File: src/rtl/lbm_pkg.sv
package lbm_pkg;
  localparam int DATA_W  = 16;
  localparam int NUM_GPR = 4;
  localparam int SEL_W   = 5;
  localparam int IDX_W   = $clog2(NUM_GPR);

  typedef enum logic [2:0] {
    SRC_PC, SRC_SP, SRC_LO_SHIFT, SRC_HI_KEEP,
    SRC_PAIR, SRC_ALU_LO, SRC_STATUS_SHIFT, SRC_RAM
  } srcMode_e;

  typedef struct packed {
    logic               drive;
    srcMode_e           mode;
    logic [IDX_W-1:0]   loIdx;
    logic [IDX_W-1:0]   hiIdx;
    logic [NUM_GPR-1:0] loadLo;
    logic [NUM_GPR-1:0] loadHi;
    logic               pcInc;
    logic               pcLoad;
    logic               spCount;
    logic               spDown;
    logic               spLoad;
  } busCtrl_t;
endpackage

File: src/rtl/lbm_ctrl.sv
module lbm_ctrl
  import lbm_pkg::*;
(
  input  logic               srcEn,
  input  logic [SEL_W-1:0]   srcSel,
  input  logic [NUM_GPR-1:0] loadLo,
  input  logic [NUM_GPR-1:0] loadHi,
  input  logic               pcInc,
  input  logic               pcLoad,
  input  logic               spCount,
  input  logic               spDown,
  input  logic               spLoad,
  output busCtrl_t           ctrl
);
  localparam int SINGLE_BASE = 2;
  localparam int PAIR_BASE   = SINGLE_BASE + 2 * NUM_GPR;
  localparam int CODE_RAM    = (1 << SEL_W) - 1;
  localparam int CODE_STATUS = CODE_RAM - 1;
  localparam int CODE_ALU    = CODE_RAM - 2;

  always_comb begin
    ctrl         = '0;
    ctrl.mode    = SRC_PC;
    ctrl.loadLo  = loadLo;
    ctrl.loadHi  = loadHi;
    ctrl.pcInc   = pcInc;
    ctrl.pcLoad  = pcLoad;
    ctrl.spCount = spCount;
    ctrl.spDown  = spDown;
    ctrl.spLoad  = spLoad;
    if (srcEn) begin
      if (int'(srcSel) == 0) begin
        ctrl.drive = 1'b1;
        ctrl.mode  = SRC_PC;
      end
      if (int'(srcSel) == 1) begin
        ctrl.drive = 1'b1;
        ctrl.mode  = SRC_SP;
      end
      for (int i = 0; i < NUM_GPR; i++) begin
        if (int'(srcSel) == SINGLE_BASE + 2 * i) begin
          ctrl.drive = 1'b1;
          ctrl.mode  = SRC_LO_SHIFT;
          ctrl.loIdx = IDX_W'(i);
        end
        if (int'(srcSel) == SINGLE_BASE + 2 * i + 1) begin
          ctrl.drive = 1'b1;
          ctrl.mode  = SRC_HI_KEEP;
          ctrl.loIdx = IDX_W'(i);
        end
      end
      for (int lo = 0; lo < NUM_GPR; lo++) begin
        for (int hi = 0; hi < NUM_GPR; hi++) begin
          if (lo != hi &&
              int'(srcSel) == PAIR_BASE + lo * (NUM_GPR - 1) + ((hi < lo) ? hi : hi - 1)) begin
            ctrl.drive = 1'b1;
            ctrl.mode  = SRC_PAIR;
            ctrl.loIdx = IDX_W'(lo);
            ctrl.hiIdx = IDX_W'(hi);
          end
        end
      end
      if (int'(srcSel) == CODE_ALU) begin
        ctrl.drive = 1'b1;
        ctrl.mode  = SRC_ALU_LO;
      end
      if (int'(srcSel) == CODE_STATUS) begin
        ctrl.drive = 1'b1;
        ctrl.mode  = SRC_STATUS_SHIFT;
      end
      if (int'(srcSel) == CODE_RAM) begin
        ctrl.drive = 1'b1;
        ctrl.mode  = SRC_RAM;
      end
    end
  end
endmodule

File: src/rtl/lbm_datapath.sv
module lbm_datapath
  import lbm_pkg::*;
(
  input  logic              clk,
  input  logic              rstN,
  input  busCtrl_t          ctrl,
  input  logic [DATA_W/2-1:0] aluByte,
  input  logic [DATA_W/2-1:0] statusByte,
  input  logic [DATA_W-1:0] ramData,
  output logic [DATA_W-1:0] bus,
  output logic [DATA_W-1:0] pcOut,
  output logic [DATA_W-1:0] spOut
);
  localparam int HALF = DATA_W / 2;

  logic [HALF-1:0]   gpr [NUM_GPR];
  logic [DATA_W-1:0] busNext;
  logic [HALF-1:0]   loByte;

  assign loByte = bus[HALF-1:0];

  always_comb begin
    busNext = bus;
    case (ctrl.mode)
      SRC_PC:           busNext = pcOut;
      SRC_SP:           busNext = spOut;
      SRC_LO_SHIFT:     busNext = {loByte, gpr[ctrl.loIdx]};
      SRC_HI_KEEP:      busNext = {gpr[ctrl.loIdx], loByte};
      SRC_PAIR:         busNext = {gpr[ctrl.hiIdx], gpr[ctrl.loIdx]};
      SRC_ALU_LO:       busNext = {bus[DATA_W-1:HALF], aluByte};
      SRC_STATUS_SHIFT: busNext = {loByte, statusByte};
      SRC_RAM:          busNext = ramData;
      default:          busNext = bus;
    endcase
  end

  always_ff @(posedge clk or negedge rstN) begin
    if (!rstN)           bus <= '0;
    else if (ctrl.drive) bus <= busNext;
  end

  for (genvar g = 0; g < NUM_GPR; g++) begin : gGpr
    always_ff @(posedge clk or negedge rstN) begin
      if (!rstN)                gpr[g] <= '0;
      else if (ctrl.loadHi[g])  gpr[g] <= bus[DATA_W-1:HALF];
      else if (ctrl.loadLo[g])  gpr[g] <= loByte;
    end
  end

  always_ff @(posedge clk or negedge rstN) begin
    if (!rstN)             pcOut <= '0;
    else if (ctrl.pcLoad)  pcOut <= bus;
    else if (ctrl.pcInc)   pcOut <= pcOut + 1'b1;
  end

  always_ff @(posedge clk or negedge rstN) begin
    if (!rstN)             spOut <= '1;
    else if (ctrl.spLoad)  spOut <= bus;
    else if (ctrl.spCount) spOut <= ctrl.spDown ? spOut - 1'b1 : spOut + 1'b1;
  end
endmodule

File: src/rtl/lane_bus_mux.sv
module lane_bus_mux
  import lbm_pkg::*;
(
  input  logic               clk,
  input  logic               rstN,
  input  logic               srcEn,
  input  logic [SEL_W-1:0]   srcSel,
  input  logic [DATA_W/2-1:0] aluByte,
  input  logic [DATA_W/2-1:0] statusByte,
  input  logic [DATA_W-1:0]  ramData,
  input  logic [NUM_GPR-1:0] loadLo,
  input  logic [NUM_GPR-1:0] loadHi,
  input  logic               pcInc,
  input  logic               pcLoad,
  input  logic               spCount,
  input  logic               spDown,
  input  logic               spLoad,
  output logic [DATA_W-1:0]  bus,
  output logic [DATA_W-1:0]  pcOut,
  output logic [DATA_W-1:0]  spOut
);
  busCtrl_t ctrl;

  lbm_ctrl u_ctrl (
    .srcEn(srcEn), .srcSel(srcSel), .loadLo(loadLo), .loadHi(loadHi),
    .pcInc(pcInc), .pcLoad(pcLoad), .spCount(spCount), .spDown(spDown),
    .spLoad(spLoad), .ctrl(ctrl)
  );

  lbm_datapath u_dp (
    .clk(clk), .rstN(rstN), .ctrl(ctrl), .aluByte(aluByte),
    .statusByte(statusByte), .ramData(ramData), .bus(bus),
    .pcOut(pcOut), .spOut(spOut)
  );
endmodule

File: config.mk
export PLATFORM = sky130hd
export DESIGN_NAME = lane_bus_mux
export DESIGN_NICKNAME = d
export VERILOG_FILES = /design/src/rtl/lbm_pkg.sv /design/src/rtl/lbm_ctrl.sv /design/src/rtl/lbm_datapath.sv /design/src/rtl/lane_bus_mux.sv
export SDC_FILE = /design/constraint.sdc
export NUM_CORES = 1
export LEC_CHECK = 0
export BUFFER_PORTS_ARGS = -buffer_cell sky130_fd_sc_hd__buf_2
export CAP_MARGIN = 20
export CORE_MARGIN = 8
export CORE_UTILIZATION = 45
export CTS_BUF_LIST = sky130_fd_sc_hd__clkbuf_16
export CTS_CLUSTER_SIZE = 14
export DETAILED_ROUTE_END_ITERATION = 8
export PLACE_DENSITY_LB_ADDON = 0.12
export SETUP_SLACK_MARGIN = 0.5
export SKIP_CTS_REPAIR_TIMING = 1
export SKIP_LAST_GASP = 1
export SLEW_MARGIN = 20
export SYNTH_ARGS = -nofsm -noshare
export SYNTH_HDL_FRONTEND = slang
export SYNTH_SLANG_ARGS = --single-unit
File: constraint.sdc
create_clock -name clk -period 2.43 [get_ports clk]
set_input_delay 0.1215 -clock clk [delete_from_list [all_inputs] [get_ports clk]]
set_output_delay 0.1215 -clock clk [all_outputs]
set_load 0.05 [all_outputs]
==> impl_metrics.toml, run 1 <==
[place]
detailed_place.area_sq_um = 6580
hpwlAfterDp_microns = 14800
dp_cells = 902
gpl.final_weighted_congestion = 0.993
placement.io_buffers = 100

[min_path]
worst_hold_startpoint = "statusByte[0]"
kind_of_path_behind_the_tightest_hold_check = "in2reg"

[setup_path]
worstSetupStartpointType = "flop"
crit_path_top_delay_cell = "sky130_fd_sc_hd__dfstp_4"
worst_path_dominant_cell_family = "compound AO/OA/AOI/OAI gates"
path_class = "reg2reg"
critical_path_peak_fanout = 4
critical_path_arrival_ns = 2.69
cpPeakStageDelay_ns = 0.62
worst_path_cell_chain = "ha_4 > nor2b_4 > o31a_1 > o41ai_4 > a21oi_2 > o311a_1 > or3_1 > nand3_1"
worst_r2r_startpoint = "u_dp.spOut[2]"
timing.critical_path.to_type = "flop"
worst-endpoint-required_ns = 2.71
cp_num_buf_inv = 0
worst_setup_path_start = "u_dp.spOut[2]"

[detailed_routing]
detailroute.via_count = 5633
wl_per_cell_microns = 21.8
drt_first_pass_iters = 8
route.antenna.remaining_nets = 0
routed_via_density = 6.10
route.final.wire_length_microns = 20100
detail_route.iter0.violations = 517
drcViolationCount = 0

[logic_synthesis]
ys_flop_type = "sky130_fd_sc_hd__dfrtp_1"
ys_seq_elements = 80
synthesis.nets = 720
synth_warnings = 0
ys_async_sr_fraction = 1.00
synthTopCellsByCount = "101 x sky130_fd_sc_hd__nand2_1, 65 x sky130_fd_sc_hd__o21ai_0, 64 x sky130_fd_sc_hd__dfrtp_1"
synth_enable_flop_cells = 0
synth.yosys.seq_area_share = 0.353
post_synth_instance_area_sq_um = 5730
post_synth_inst_count = 651
synth_largest_area_cell = "sky130_fd_sc_hd__dfrtp_1"
yosys.cell_types.count = 74
ys_top_cells_by_area = "sky130_fd_sc_hd__dfrtp_1 28%, sky130_fd_sc_hd__mux2i_1 10%, sky130_fd_sc_hd__dfstp_2 7.3%"
synth.avg_cell_area_sq_um = 8.80
most_frequent_cell_after_synthesis = "sky130_fd_sc_hd__nand2_1"
yosys.area.top_type_share = 0.279

[die]
boundaryPins = 101
chipHeight_microns = 129
std_cell_rows = 41
design.die.area_sq_um = 16600
start_util = 0.458
core_area_sq_um = 12500
die_width_microns = 129

[clocking]
htree_levels = 3
clkSinkCount = 80
maximum_buffer_depth_of_the_clock_tree = 2
numCtsBuffers = 9
tritoncts = "built"
clock_latency_ns = 0.35
worst_setup_hold_path_clk_slew_ns = 0.06
clock_root_cell = "sky130_fd_sc_hd__clkbuf_16"

[sta]
unrepaired_setup_endpoints_after_global_routing = "true"
tightest_slew_ns = 0.872
maxSlewViolCount = 0
setup-tns-final_ns = 0
clock-skew-final_ns = 0.00566
final_period_minus_worst_setup_slack_ns = 2.40
slew_headroom = 0.419
report.final.hold_viol_count = 0
setup_viol_count_final = 0
post-route-period-util = 0.988
max_clock_freq_mhz = 417

[cells_and_area]
flow.area_growth_from_synthesis_pct = 22.7
stdcell_count = 924
fill_cells = 1211
nNetsFinal = 816
post-route-cell-area_sq_um = 7030
insertedDiodeCount = 0
final_core_utilization = 0.562
share_of_post_route_cells_with_drive_strength_above_1 = 0.266

[status]
run_status = "complete, no violations"

[power_and_ir_drop]
totalPowerFinal_mw = 6.78
worst_ir_drop_vdd_v = 0.000609
cellLeakagePower_nw = 3.15
power.density_nw_per_um2 = 965

[grt]
grt_pass1_wl_microns = 31800
antenna_found_initial = 0
via_count_of_the_first_global_routing_pass = 5780
overflow = 0
grt_start_max_net_pins = 67
grt_util_all_layers = 0.247

[run]
drv.max_cap_violation_count = 0
==> worst paths after layout <==
check	end	slack [ns]	cells past startpoint
setup / recovery	u_dp.spOut[14]	0.03	8
hold / removal	u_dp.bus[0]	0.13	4
setup reg to reg	u_dp.spOut[14]	0.03	8
min in group asynchronous	u_dp.gpr[28]	0.42	2
max in group asynchronous	u_dp.spOut[3]	1.21	3
hold reg to reg	u_dp.spOut[3]	0.57	2
==> per-stage QoR <==
stage / worst slack, ns / hold WS [ns]
floorplan: -0.0452 / -0.174
global placement: 0.0258 / 0.283
detailed placement: 0.00465 / 0.286
CTS: -0.0133 / -0.0791
global route: -0.0692 / 0.155
finish: 0.0290 / 0.130
==> sequential cells by signal, indices dropped and copies added (netlist names) <==
signal	cells
u_dp.pcOut	16
u_dp.gpr	32
u_dp.bus	16
u_dp.spOut	16
==> kinds of logic after synthesis <==
group / after synthesis / synth area share
adder cells (fa/ha/maj): 17 / 0.0380
buffers and inverters: 57 / 0.0450
AO/OA/AOI/OAI: 192 / 0.231
AND/OR/NAND/NOR: 214 / 0.177
flip-flops: 80 / 0.353
multiplexers: 66 / 0.117
XOR/XNOR: 25 / 0.0382
==> tightest hold or removal path: stages <==
cell	delay (ns)
sky130_fd_sc_hd__buf_2	0.08
sky130_fd_sc_hd__nand2_1	0.04
sky130_fd_sc_hd__nand4_1	0.08
sky130_fd_sc_hd__o22a_1	0.12
==> cell type report <==
| type | instances | area (sq um) | share of cell area |
|---|---|---|---|
| inverters | 11 | 46.3 | 0.00658 |
| flip-flops and latches | 80 | 2040 | 0.290 |
| clock inverters | 6 | 81.3 | 0.0116 |
| multi-input cells | 514 | 3630 | 0.516 |
| well taps | 172 | 215 | 0.0306 |
| clock buffers | 10 | 250 | 0.0356 |
| repair buffers | 131 | 774 | 0.110 |
==> layout by cell type, fill, tap and decap left out, types with 5 or more instances in the layout <==
cell	instances
sky130_fd_sc_hd__nand2_1	101
sky130_fd_sc_hd__buf_2	96
sky130_fd_sc_hd__dfrtp_1	64
sky130_fd_sc_hd__o21ai_0	62
sky130_fd_sc_hd__mux2i_1	57
sky130_fd_sc_hd__nor2_1	37
sky130_fd_sc_hd__buf_4	30
sky130_fd_sc_hd__a21oi_1	25
sky130_fd_sc_hd__a222oi_1	22
sky130_fd_sc_hd__nand4_1	14
sky130_fd_sc_hd__nand3_1	13
sky130_fd_sc_hd__xor2_1	13
sky130_fd_sc_hd__xnor2_1	12
sky130_fd_sc_hd__dfstp_2	12
sky130_fd_sc_hd__o22ai_1	11
sky130_fd_sc_hd__ha_1	11
sky130_fd_sc_hd__clkbuf_16	10
sky130_fd_sc_hd__inv_1	9
sky130_fd_sc_hd__o211ai_1	9
sky130_fd_sc_hd__o22a_1	9
sky130_fd_sc_hd__mux2_4	8
sky130_fd_sc_hd__nor3_1	7
sky130_fd_sc_hd__nand2b_1	6
sky130_fd_sc_hd__a21o_1	6
sky130_fd_sc_hd__o221a_1	6
sky130_fd_sc_hd__o21a_1	5
==> power breakdown <==
part | internal, mW | switching, mW | leakage (nW)
combinational | 1.07 | 1.87 | 2.05
sequential | 1.74 | 0.587 | 0.926
clock | 0.955 | 0.559 | 0.166
==> routing by layer <==
layer	GRT usage	part of all wire
met5	0	0
met4	0.0836	0.028
met3	0.0703	0.081
met2	0.400	0.47
met1	0.309	0.42
Note: power is estimated with default switching activity, not from simulation.
==> run 2: changes to the inputs <==
--- a/config.mk
+++ b/config.mk
@@ -19,4 +19,5 @@
 export SLEW_MARGIN = 20
 export SYNTH_ARGS = -nofsm -noshare
 export SYNTH_HDL_FRONTEND = slang
+export SYNTH_HIERARCHICAL = 1
 export SYNTH_SLANG_ARGS = --single-unit
==> run 2 against run 1 <==
Against the previous run: via count up 2.9%; fmax up 4.2%; synthesized cell count grew 8.8%; critical endpoint is now u_dp/spOut[14]; largest power group unchanged.
==> impl_metrics.toml, run 2 <==
[status]
run_status = "complete, no violations"

[logic_synthesis]
ys_flop_type = "sky130_fd_sc_hd__dfrtp_1"
synth_largest_area_cell = "sky130_fd_sc_hd__dfrtp_1"
post_synth_inst_count = 708
synthTopCellsByCount = "112 x sky130_fd_sc_hd__nand2_1, 93 x sky130_fd_sc_hd__o21ai_0, 64 x sky130_fd_sc_hd__dfrtp_1"
synthesis.nets = 777
yosys.cell_types.count = 72
ys_async_sr_fraction = 1.00
ys_top_cells_by_area = "sky130_fd_sc_hd__dfrtp_1 26%, sky130_fd_sc_hd__mux2i_1 8.5%, sky130_fd_sc_hd__o21ai_0 7.6%"
most_frequent_cell_after_synthesis = "sky130_fd_sc_hd__nand2_1"
synth_warnings = 6
synth.yosys.seq_area_share = 0.330
post_synth_instance_area_sq_um = 6130
ys_seq_elements = 80
synth.avg_cell_area_sq_um = 8.65
synth_enable_flop_cells = 0
yosys.area.top_type_share = 0.261

[die]
boundaryPins = 101
chipHeight_microns = 133
start_util = 0.461
die_width_microns = 133
std_cell_rows = 42
design.die.area_sq_um = 17600
core_area_sq_um = 13300

[place]
dp_cells = 940
placement.io_buffers = 100
dpl_worst_slack_ns = -0.0493
detailed_place.area_sq_um = 6870
hpwlAfterDp_microns = 14600
gpl.final_weighted_congestion = 0.909

[cells_and_area]
final_core_utilization = 0.570
mostFrequentLayoutCell = "sky130_fd_sc_hd__nand2_1"
largest_register_ff_count = 32
insertedDiodeCount = 0
most_flop_heavy_register = "u_dp/gpr"
mostFrequentLayoutCells = "109 x sky130_fd_sc_hd__nand2_1, 94 x sky130_fd_sc_hd__buf_2, 87 x sky130_fd_sc_hd__o21ai_0"
flow.area_growth_from_synthesis_pct = 23.7
stdcell_count = 983
post-route-cell-area_sq_um = 7570
fill_cells = 1192
nNetsFinal = 871
share_of_post_route_cells_with_drive_strength_above_1 = 0.326

[power_and_ir_drop]
cellLeakagePower_nw = 3.22
worst_ir_drop_vdd_v = 0.000597
totalPowerFinal_mw = 7.56
power.density_nw_per_um2 = 998

[sta]
final_critical_path_setup_slack_ns = 0.127
setup-tns-final_ns = 0
setup_viol_count_final = 0
report.final.hold_viol_count = 0
final_period_minus_worst_setup_slack_ns = 2.30
slew_headroom = 0.373
final.hold.worst_slack_ns = 0.130
maxSlewViolCount = 0
tightest_slew_ns = 0.940
unrepaired_setup_endpoints_after_global_routing = "true"
clock-skew-final_ns = 0.00765
post-route-period-util = 0.948
max_clock_freq_mhz = 434

[clocking]
clkSinkCount = 80
clock_root_cell = "sky130_fd_sc_hd__clkbuf_16"
tritoncts = "built"
numCtsBuffers = 9
clock_latency_ns = 0.34
htree_levels = 3
maximum_buffer_depth_of_the_clock_tree = 2
worst_setup_hold_path_clk_slew_ns = 0.06

[setup_path]
critical_path_peak_fanout = 6
worst_path_dominant_cell_family = "compound AO/OA/AOI/OAI gates"
worst_setup_path_start = "u_dp/spOut[0]"
crit_path_top_delay_cell = "sky130_fd_sc_hd__dfstp_4"
cpPeakStageDelay_ns = 0.51
worst-endpoint-required_ns = 2.70
worst_r2r_startpoint = "u_dp/spOut[0]"
cp_num_buf_inv = 0
critical_path_arrival_ns = 2.58
worst_path_cell_chain = "fa_2 > a21oi_2 > o21a_1 > o221ai_2 > a311o_1 > mux2i_1 > a211o_1"
path_class = "reg2reg"
timing.critical_path.to_type = "flop"
worstSetupStartpointType = "flop"

[detailed_routing]
detailroute.via_count = 5798
wl_per_cell_microns = 20.4
drcViolationCount = 0
route.antenna.remaining_nets = 0
drt_first_pass_iters = 6
detail_route.iter0.violations = 486
route.final.wire_length_microns = 20100
routed_via_density = 5.90

[grt]
antenna_found_initial = 0
grt_start_max_net_pins = 73
via_count_of_the_first_global_routing_pass = 5521
grt_util_all_layers = 0.221
overflow = 0
grt_pass1_wl_microns = 31200

[run]
drv.max_cap_violation_count = 0

[min_path]
worst_hold_startpoint = "spCount"
kind_of_path_behind_the_tightest_hold_check = "in2reg"
## run 2: worst reg2reg max path, delay by kind of cell (launching register included)
| family | cells | cell delay [ns] |
|---|---|---|
| compound gates | 5 | 1.17 |
| flops | 1 | 0.51 |
| fa+ha+maj | 1 | 0.43 |
| mux | 1 | 0.13 |
## run 2: cell type report
class | count | area [sq um] | area share
Clock buffer | 9 | 225 | 0.0297
Clock inverter | 7 | 62.6 | 0.00826
Inverter | 13 | 48.8 | 0.00644
Timing Repair Buffer | 151 | 955 | 0.126
Multi-Input combinational cell | 547 | 4000 | 0.529
Sequential cell | 80 | 2060 | 0.272
Tap cell | 176 | 220 | 0.0291
## run 2: final timing paths
| path | end | slack, ns | depth (start not counted) |
|---|---|---|---|
| worst max-delay path | u_dp/spOut[14] | 0.13 | 7 |
| worst min-delay path | u_dp/spOut[12] | 0.13 | 3 |
| worst max register to register | u_dp/spOut[14] | 0.13 | 7 |
| worst min register to register | u_dp/gpr[26] | 0.59 | 2 |
| max in group asynchronous | u_dp/spOut[5] | 1.16 | 3 |
| min in group asynchronous | u_dp/gpr[28] | 0.47 | 2 |
## run 2: where the power goes
part           total (mW)  switching (mW)  internal, mW  leakage (nW)
combinational        3.73            2.29          1.45          2.12
clock                1.33           0.548         0.784         0.136
sequential           2.49           0.674          1.82         0.962
## run 2: layer usage
metal | global-route usage | routed length [microns] | vias to the layer above
li1 | - | - | 2733
met1 | 0.308 | 9080 | 2795
met2 | 0.340 | 9160 | 253
met3 | 0.0492 | 1650 | 17
met4 | 0.0543 | 218 | 0
met5 | 0 | 0 | -
## run 2: logic make-up after synthesis
logic type / Yosys count / synth area share
adder cells (fa/ha/maj): 20 / 0.0404
XOR/XNOR: 26 / 0.0372
flip-flops: 80 / 0.330
AND/OR/NAND/NOR: 229 / 0.174
buffers and inverters: 81 / 0.0649
AO/OA/AOI/OAI: 202 / 0.206
multiplexers: 70 / 0.147
==> run 3: changes to the inputs <==
--- a/config.mk
+++ b/config.mk
@@ -12,6 +12,7 @@
 export CTS_BUF_LIST = sky130_fd_sc_hd__clkbuf_16
 export CTS_CLUSTER_SIZE = 14
 export DETAILED_ROUTE_END_ITERATION = 8
+export GPL_TIMING_DRIVEN = 0
 export PLACE_DENSITY_LB_ADDON = 0.12
 export SETUP_SLACK_MARGIN = 0.5
 export SKIP_CTS_REPAIR_TIMING = 1
==> run 3 against run 2 <==
Against the previous run: core utilization grew 1.8 points; final cell count grew 3.4%; sequential power down 5%; largest cell class unchanged.
==> impl_metrics.toml, run 3 (synthesis results as in run 2) <==
[detailed_routing]
route.antenna.remaining_nets = 0
drcViolationCount = 0
detail_route.iter0.violations = 616
routed_via_density = 6.02
route.final.wire_length_microns = 21100
wl_per_cell_microns = 20.8
drt_first_pass_iters = 5
detailroute.via_count = 6117

[setup_path]
critical_path_arrival_ns = 2.61
worstSetupStartpointType = "flop"
critical_path_peak_fanout = 6
logic_depth_of_the_worst_register_to_register_path = 7
worst_setup_path_start = "u_dp/spOut[6]"
timing.critical_path.to_type = "flop"
worst_r2r_startpoint = "u_dp/spOut[6]"
rrSetupSlack_ns = 0.08
path_class = "reg2reg"
worst-endpoint-required_ns = 2.69

[die]
std_cell_rows = 42
chipHeight_microns = 133
start_util = 0.461
die_width_microns = 133
boundaryPins = 101
design.die.area_sq_um = 17600
core_area_sq_um = 13300

[clocking]
tritoncts = "built"
maximum_buffer_depth_of_the_clock_tree = 2
clock_latency_ns = 0.35
numCtsBuffers = 9
htree_levels = 3
clock_root_cell = "sky130_fd_sc_hd__clkbuf_16"
worst_setup_hold_path_clk_slew_ns = 0.06
clkSinkCount = 80

[sta]
final_period_minus_worst_setup_slack_ns = 2.35
unrepaired_setup_endpoints_after_global_routing = "true"
final.hold.worst_slack_ns = 0.0234
slew_headroom = 0.492
maxSlewViolCount = 0
post-route-period-util = 0.966
report.final.hold_viol_count = 0
clock-skew-final_ns = 0.0103
max_clock_freq_mhz = 426
final_critical_path_setup_slack_ns = 0.0817
setup_viol_count_final = 0
tightest_slew_ns = 0.761

[cells_and_area]
nNetsFinal = 904
mostFrequentLayoutCell = "sky130_fd_sc_hd__nand2_1"
share_of_post_route_cells_with_drive_strength_above_1 = 0.324
most_flop_heavy_register = "u_dp/gpr"
flow.area_growth_from_synthesis_pct = 27.5
stdcell_count = 1016
largest_register_ff_count = 32
mostFrequentLayoutCells = "108 x sky130_fd_sc_hd__nand2_1, 88 x sky130_fd_sc_hd__buf_2, 78 x sky130_fd_sc_hd__o21ai_0"
insertedDiodeCount = 0

[place]
gpl.final_weighted_congestion = 0.909
dp_cells = 970
hpwlAfterDp_microns = 15600
dpl_worst_slack_ns = -0.0215
placement.io_buffers = 85

[power_and_ir_drop]
worst_ir_drop_vdd_v = 0.000635
power.density_nw_per_um2 = 1020
cellLeakagePower_nw = 3.31

[min_path]
worst_hold_startpoint = "pcLoad"
kind_of_path_behind_the_tightest_hold_check = "in2reg"
cells_on_worst_hold_path = 2

[grt]
antenna_found_initial = 0
grt_pass1_wl_microns = 32300
grt_start_max_net_pins = 52
via_count_of_the_first_global_routing_pass = 5708
grt_util_all_layers = 0.230
overflow = 0

[run]
drv.max_cap_violation_count = 0

[status]
run_status = "complete, no violations"
## run 3: cell count changes in the layout (fill, tap and decap cells not counted), moves of 3 or more
cell,delta
sky130_fd_sc_hd__o21ai_0,-9
sky130_fd_sc_hd__buf_6,+4
sky130_fd_sc_hd__clkbuf_1,+26
sky130_fd_sc_hd__buf_2,-6
sky130_fd_sc_hd__clkbuf_2,+9
sky130_fd_sc_hd__buf_4,-7
sky130_fd_sc_hd__a21oi_1,+3
sky130_fd_sc_hd__a21oi_2,-3
sky130_fd_sc_hd__o21ai_1,+9
## run 3: stage by stage
stage          area, sq um  total power, mW  setup TNS [ns]   util
6_report              7810             7.98               0  0.588
3_3_place_gp          6970             5.90         -0.0878  0.524
4_1_cts               7330             7.55               0  0.551
2_1_floorplan         6320             4.93               0      -
3_5_place_dp          6990             5.96         -0.0405  0.526
5_1_grt               7810             8.38               0  0.588
## run 3: cell type report
type | instances | area [sq um]
sequential | 80 | 2060
fill | 1207 | 5480
clock buffer | 9 | 225
multi-input combinational | 547 | 4010
timing repair buffer | 116 | 724
tap | 176 | 220
clock inverter | 7 | 119
buffer | 68 | 408
inverter | 13 | 48.8
## run 3: final timing paths
kind / endpoint
setup / recovery: u_dp/spOut[15]
hold reg to reg: u_dp/gpr[11]
hold / removal: u_dp/pcOut[15]
min in group asynchronous: u_dp/gpr[10]
setup reg to reg: u_dp/spOut[15]
max in group asynchronous: u_dp/spOut[12]
## run 3: layer usage
| layer | GRT usage | share of wire |
|---|---|---|
| met1 | 0.323 | 0.45 |
| met2 | 0.342 | 0.44 |
| met3 | 0.0602 | 0.097 |
| met4 | 0.0606 | 0.016 |
| met5 | 0 | 0 |
## run 3: critical path, cell delays in order, from the launching register on
cell and delay (ns):
sky130_fd_sc_hd__dfstp_4 0.65, sky130_fd_sc_hd__ha_4 0.23, sky130_fd_sc_hd__a21oi_1 0.30, sky130_fd_sc_hd__a211oi_1 0.16, sky130_fd_sc_hd__o211a_1 0.20, sky130_fd_sc_hd__o2111a_1 0.28
sky130_fd_sc_hd__o31a_1 0.25, sky130_fd_sc_hd__o31ai_2 0.18
## run 3: report_power, final
part / switching [mW] / total [mW] / internal [mW]
Clock: 0.577 / 1.58 / 1.01
Sequential: 0.548 / 2.37 / 1.82
Combinational: 2.48 / 4.03 / 1.55
Total: 3.60 / 7.98 / 4.38
